[config.mk]
export PLATFORM = sky130hd
export DESIGN_NAME = sdr_burst_seq
export DESIGN_NICKNAME = d
export VERILOG_FILES = /design/src/rtl/sdr_seq_pkg.sv /design/src/rtl/sdr_mode_reg.sv /design/src/rtl/sdr_col_gen.sv /design/src/rtl/sdr_burst_fsm.sv /design/src/rtl/sdr_burst_seq.sv
export SDC_FILE = /design/constraint.sdc
export NUM_CORES = 1
export LEC_CHECK = 0
export CORE_MARGIN = 10
export CORE_UTILIZATION = 48
export CTS_BUF_LIST = sky130_fd_sc_hd__clkbuf_2
export DETAILED_ROUTE_END_ITERATION = 10
export PLACE_DENSITY = 0.73
export SYNTH_ARGS = -nofsm -noshare
export SYNTH_HDL_FRONTEND = slang
export SYNTH_SLANG_ARGS = --single-unit
export TNS_END_PERCENT = 100
[constraint.sdc]
create_clock -name clk -period 5.16 [get_ports clk]
set_input_delay 1.032 -clock clk [delete_from_list [all_inputs] [get_ports clk]]
set_output_delay 1.032 -clock clk [all_outputs]
set_load 0.1 [all_outputs]
[src/rtl/sdr_seq_pkg.sv]
package sdr_seq_pkg;

    typedef enum logic [1:0] {
        ST_IDLE  = 2'd0,
        ST_READ  = 2'd1,
        ST_WRITE = 2'd2
    } burst_st_e;

    typedef struct packed {
        logic [2:0] len_code;   // 0..3 = 1,2,4,8 beats; 7 = whole page
        logic       intlv;      // 1 = interleaved visiting order
        logic [1:0] cl;         // latency value, 2 or 3
        logic       single_wr;  // writes touch one column only
    } mode_cfg_t;

    localparam logic [2:0] LEN_PAGE = 3'b111;

    localparam mode_cfg_t MODE_RESET = '{
        len_code:  3'b000,
        intlv:     1'b0,
        cl:        2'd3,
        single_wr: 1'b0
    };

    function automatic logic len_code_ok(input logic [2:0] code);
        return (!code[2]) || (code == LEN_PAGE);
    endfunction

    function automatic logic cl_code_ok(input logic [2:0] code);
        return (code == 3'b010) || (code == 3'b011);
    endfunction

endpackage

[src/rtl/sdr_mode_reg.sv]
module sdr_mode_reg
    import sdr_seq_pkg::*;
#(
    parameter int ADDR_W = 10
) (
    input  logic              clk,
    input  logic              rst_n,
    input  logic              cke,
    input  logic              mrs_go,
    input  logic [ADDR_W-1:0] addr,
    output mode_cfg_t         cfg,
    output logic              mrs_err
);

    logic      key_ok;
    mode_cfg_t cfg_new;

    always_comb begin
        key_ok = len_code_ok(addr[2:0]) && cl_code_ok(addr[6:4]) && (addr[8:7] == 2'b00);
        cfg_new.len_code  = addr[2:0];
        cfg_new.intlv     = addr[3];
        cfg_new.cl        = addr[5:4];
        cfg_new.single_wr = addr[9];
    end

    always_ff @(posedge clk) begin
        if (!rst_n) begin
            cfg     <= MODE_RESET;
            mrs_err <= 1'b0;
        end else if (cke) begin
            mrs_err <= mrs_go && !key_ok;
            if (mrs_go && key_ok) begin
                cfg <= cfg_new;
            end
        end
    end

endmodule

[src/rtl/sdr_col_gen.sv]
module sdr_col_gen
    import sdr_seq_pkg::*;
#(
    parameter int COL_W = 8
) (
    input  logic [COL_W-1:0] start,
    input  logic [COL_W-1:0] beat,
    input  logic [2:0]       len_code,
    input  logic             intlv,
    output logic [COL_W-1:0] col,
    output logic             last_beat
);

    logic [COL_W-1:0] wrap_mask;
    logic [COL_W-1:0] seq_col;
    logic [COL_W-1:0] ilv_col;
    logic [COL_W-1:0] ordered;

    always_comb begin
        if (len_code == LEN_PAGE) begin
            wrap_mask = '1;
        end else begin
            wrap_mask = COL_W'((1 << len_code[1:0]) - 1);
        end
        seq_col   = start + beat;
        ilv_col   = start ^ beat;
        ordered   = intlv ? ilv_col : seq_col;
        last_beat = (len_code != LEN_PAGE) && (beat == wrap_mask);
    end

    for (genvar b = 0; b < COL_W; b++) begin : g_bit
        assign col[b] = wrap_mask[b] ? ordered[b] : start[b];
    end

endmodule

[src/rtl/sdr_burst_fsm.sv]
module sdr_burst_fsm
    import sdr_seq_pkg::*;
#(
    parameter int COL_W = 8
) (
    input  logic             clk,
    input  logic             rst_n,
    input  logic             cke,
    input  logic             go_rd,
    input  logic             go_wr,
    input  logic             go_stop,
    input  mode_cfg_t        cfg,
    input  logic [COL_W-1:0] col_in,
    input  logic             last_beat,
    output burst_st_e        state,
    output logic [COL_W-1:0] start,
    output logic [COL_W-1:0] beat,
    output logic [2:0]       len_code,
    output logic             intlv
);

    burst_st_e state_nx;
    logic      col_cmd;
    logic      busy;

    always_comb begin
        col_cmd  = go_rd || go_wr;
        busy     = (state != ST_IDLE);
        state_nx = state;
        if (cke) begin
            unique case (state)
                ST_IDLE: begin
                    if (go_rd)      state_nx = ST_READ;   // OPEN
                    else if (go_wr) state_nx = ST_WRITE;  // OPEN
                end
                ST_READ, ST_WRITE: begin
                    if (go_rd)          state_nx = ST_READ;   // RESTART
                    else if (go_wr)     state_nx = ST_WRITE;  // RESTART
                    else if (go_stop)   state_nx = ST_IDLE;   // CUT
                    else if (last_beat) state_nx = ST_IDLE;   // END
                end
                default: state_nx = ST_IDLE;
            endcase
        end
    end

    always_ff @(posedge clk) begin
        if (!rst_n) begin
            state <= ST_IDLE;
        end else begin
            state <= state_nx;
        end
    end

    always_ff @(posedge clk) begin
        if (!rst_n) begin
            start    <= '0;
            beat     <= '0;
            len_code <= 3'b000;
            intlv    <= 1'b0;
        end else if (cke) begin
            if (col_cmd) begin
                start    <= col_in;
                beat     <= '0;
                len_code <= (go_wr && cfg.single_wr) ? 3'b000 : cfg.len_code;
                intlv    <= cfg.intlv && (cfg.len_code != LEN_PAGE);
            end else if (busy && !go_stop) begin
                beat <= beat + 1'b1;
            end
        end
    end

endmodule

[src/rtl/sdr_burst_seq.sv]
module sdr_burst_seq
    import sdr_seq_pkg::*;
#(
    parameter int ADDR_W = 10,
    parameter int COL_W  = 8
) (
    input  logic              clk,
    input  logic              rst_n,
    input  logic              cke,
    input  logic              cmd_mrs,
    input  logic              cmd_rd,
    input  logic              cmd_wr,
    input  logic              cmd_bst,
    input  logic              cmd_pre,
    input  logic              banks_idle,
    input  logic [ADDR_W-1:0] addr,
    output logic [COL_W-1:0]  col_addr,
    output logic              burst_act,
    output logic              burst_wr,
    output logic [1:0]        cas_lat,
    output logic              mrs_err
);

    mode_cfg_t        cfg;
    burst_st_e        state;
    logic [COL_W-1:0] start;
    logic [COL_W-1:0] beat;
    logic [2:0]       len_code;
    logic             intlv;
    logic             last_beat;
    logic             mrs_go;
    logic             stop_any;

    assign mrs_go   = cmd_mrs && banks_idle;
    assign stop_any = cmd_bst || cmd_pre;

    sdr_mode_reg #(.ADDR_W(ADDR_W)) u_mode (
        .clk     (clk),
        .rst_n   (rst_n),
        .cke     (cke),
        .mrs_go  (mrs_go),
        .addr    (addr),
        .cfg     (cfg),
        .mrs_err (mrs_err)
    );

    sdr_burst_fsm #(.COL_W(COL_W)) u_fsm (
        .clk       (clk),
        .rst_n     (rst_n),
        .cke       (cke),
        .go_rd     (cmd_rd),
        .go_wr     (cmd_wr),
        .go_stop   (stop_any),
        .cfg       (cfg),
        .col_in    (addr[COL_W-1:0]),
        .last_beat (last_beat),
        .state     (state),
        .start     (start),
        .beat      (beat),
        .len_code  (len_code),
        .intlv     (intlv)
    );

    sdr_col_gen #(.COL_W(COL_W)) u_col (
        .start     (start),
        .beat      (beat),
        .len_code  (len_code),
        .intlv     (intlv),
        .col       (col_addr),
        .last_beat (last_beat)
    );

    always_comb begin
        burst_act = (state != ST_IDLE);
        burst_wr  = (state == ST_WRITE);
        cas_lat   = cfg.cl;
    end

endmodule

==> impl_results.md <==
* Reg2Reg Depth at 7
* CP Class: reg2out
* Cell Area, Placed at between 2000 and 2500 um^2
* I/O Buffers at 31
* Fin crit share at a little over four fifths
* Mean Syn Cell Area at between 8 and 9 um^2
* Initial DRT Pass Iterations at 5
* CTS buffer count at 5
* Area growth, synth to finish at 19.4%
* Synth cell types at 45
* Worst path required time at 4.13 ns
* Finished Cell Area at 2260 um^2
* Achievable Freq at between 0.2 and 0.25 GHz
* First-pass GRT wire length at 7690 um
* HPWL Detailed at approximately 3400 um
* Cells after synthesis at 231
* Grt ovf at 0
* Gpl congestion at 0.890
* Crit path capture type: output pin
* Diodes inserted at 0
* Crit path top cell by count: a21oi_1
* Clock Tree Buf Depth at 2
* Clk Latency, worst-skew pair at 0.37 ns
* Final Non-Filler Cells at ~310
* WP data arrival at about 3.4 ns
* Post-DR vias/cell at 5.62
* Flops & latches, synth at 30
* Max Cap Viol at 0
* I/O pin cnt at 32
* Setup Fix Bufs, Post-CTS at 0
* Die height at 82.8 um
* Async set-reset flop share out of synthesis at 0%
* Initial antenna violation count at 0
* Clock transition at path regs at around 0.16 ns
* Most frequent cells in the layout: 31 x nand2_1, 30 x clkdlybuf4s50_1, 30 x dfxtp_1, 16 x nor2_1, 13 x a21oi_1
* Rel. slew slack at 35.0%
* Unrepaired setup endpoints after global routing: no
* DR WL/cell at 14.1 um
* Crit start category: flop
* DRC at 0
* Initial Utilization at 50.6%
* Worst VDD drop at 0.000161 V
* P_leak at 0.846 nW
* Total number of vias at between 1500 and 2000
* CP peak stage delay at 1.15 ns
* Synth Flop Type: dfxtp_1
* Final hold slack at 0.497 ns
* Post-CTS sizing at 0
* Final hold violation count at 0
* Number of H-tree levels at 2
* Routed wire length at 4370 um
* Slew @ Worst Pin at 0.971 ns
* Slowest CP cell: clkdlybuf4s50_1
* EDFF count, synth at 0
* Crit path cell chain: ha_1, inv_1, fa_1, nor2b_1, o21ai_0, a21oi_1, xnor2_1, a21oi_1, clkdlybuf4s50_1
* CTS root buf: clkbuf_2
* Most common cell after layout, fill and taps aside: nand2_1
* WHS Path Cells at 2
* Synth top area share at 31.7%
* Status: finished, final reports clean
* Share of cells above drive strength 1 at 4.98%
* Setup TNS at 0 ns
* Critical path buffer and inverter count at 2
* Min cycle time layout at about 4.4 ns
* Vias in the first global route at 1671
* CP max FO at 6
* Die area at a little under 7000 um^2
* Delay-heaviest family, CP: buffers and inverters
* Layout Skew at 0.00656 ns
* # nets final at 292
* TritonCTS sink count at 30
* Hold_buf cts at 0
* Yosys Warn Count at 0
* TritonCTS clock tree: yes
* Mapped cell area at 1900 um^2
* Final setup fails at 0
* Antenna-violating nets left at 0
* DP Cell Count at around 300
* Critical path depth at 9
* Synth area leader: dfxtp_1
* # rows at 22
* Top cells by area, synth: dfxtp_1 32%, ha_1 7.9%, nand2_1 6.1%
* Sequential area share after synthesis at 31.7%
* Pwr dens at between 200 and 250 nW/um^2
* Max Slew Vio Count at 0
* Global Route Usage Sum at 12.9%
* Syn_nets at 263
* Initial DRC Count at 87
* Die width at 82.8 um
* Core outline area at between 3000 and 4000 um^2
* Min-delay worst type: reg2reg
* Pin count of the biggest net entering global routing at 27
## cell families after synthesis
family / share of synthesized area (%)
XOR/XNOR: 5.08
adder cells (fa/ha/maj): 8.98
AND/OR/NAND/NOR: 25.5
buffers and inverters: 4.55
AO/OA/AOI/OAI: 19.9
multiplexers: 4.29
flip-flops: 31.7
## path summary, 6_finish.rpt
check,startpoint,to,slack [ns]
worst max-delay path,u_fsm.beat[0],col_addr[4],0.78
worst max register to register,u_fsm.state[0],u_fsm.state[1],2.54
worst min-delay path,u_fsm.start[7],u_fsm.start[7],0.50
worst min register to register,u_fsm.start[7],u_fsm.start[7],0.50
## cell usage after synthesis, types with 2 or more instances
cell type / instances
nor3_1: 2
xor2_1: 7
o22ai_1: 2
and3_1: 5
clkbuf_1: 7
o21ai_0: 7
buf_4: 2
nor2b_1: 8
o2111ai_1: 2
dfxtp_1: 30
xnor2_1: 4
nor2_1: 16
a21oi_1: 13
inv_1: 12
mux2i_1: 7
nand4_1: 4
nand3_1: 12
ha_1: 12
nor4_1: 2
nand2b_1: 3
a31oi_1: 4
or4b_1: 2
nand2_1: 31
a21boi_0: 12
o31a_1: 2
a211o_1: 2
and2_1: 3
## worst register-to-register path, stage by stage, from the launching register on
cell and delay, ns:
dfxtp_1 0.40, inv_1 0.08, ha_1 0.27, or4b_1 0.50, a211o_1 0.28, or4_4 0.55
a2111oi_4 0.36, o21a_1 0.14
## flip-flops by register name, indices dropped and copies added (netlist names)
register	count
u_fsm.len_code	3
u_fsm.intlv	1
u_fsm.start	8
u_fsm.beat	8
u_fsm.state	2
u_mode.mrs_err	1
u_mode.cfg	7
## routing by layer
layer  up-vias  global-route usage [%]  share of wire [%]
met3        12                    5.18                7.0
met1       796                    15.5                 46
met2        51                    20.0                 44
li1        877                       -                  -
met5         -                       0                  0
met4         0                    5.38                2.9
## final cells by class
type / instances / area, um^2
multi-input combinational: 180 / 1210
tap: 48 / 60.1
sequential: 30 / 601
inverter: 12 / 45.0
timing repair buffer: 31 / 308
clock buffer: 5 / 25.0
fill: 355 / 1480
clock inverter: 3 / 16.3
## stage by stage
step	setup slack (ns)	power, mW	util [%]
2_1_floorplan	0.902	0.329	-
3_3_place_gp	1.26	0.367	59.4
3_5_place_dp	1.21	0.367	59.4
4_1_cts	0.776	0.482	60.5
5_1_grt	0.583	0.503	60.5
6_report	0.780	0.480	60.5
## power breakdown
| part | internal [mW] | switching, mW |
|---|---|---|
| Clock | 0.0308 | 0.0873 |
| Combinational | 0.0413 | 0.0783 |
| Sequential | 0.237 | 0.00484 |
Power figures use the tool's default switching activity.
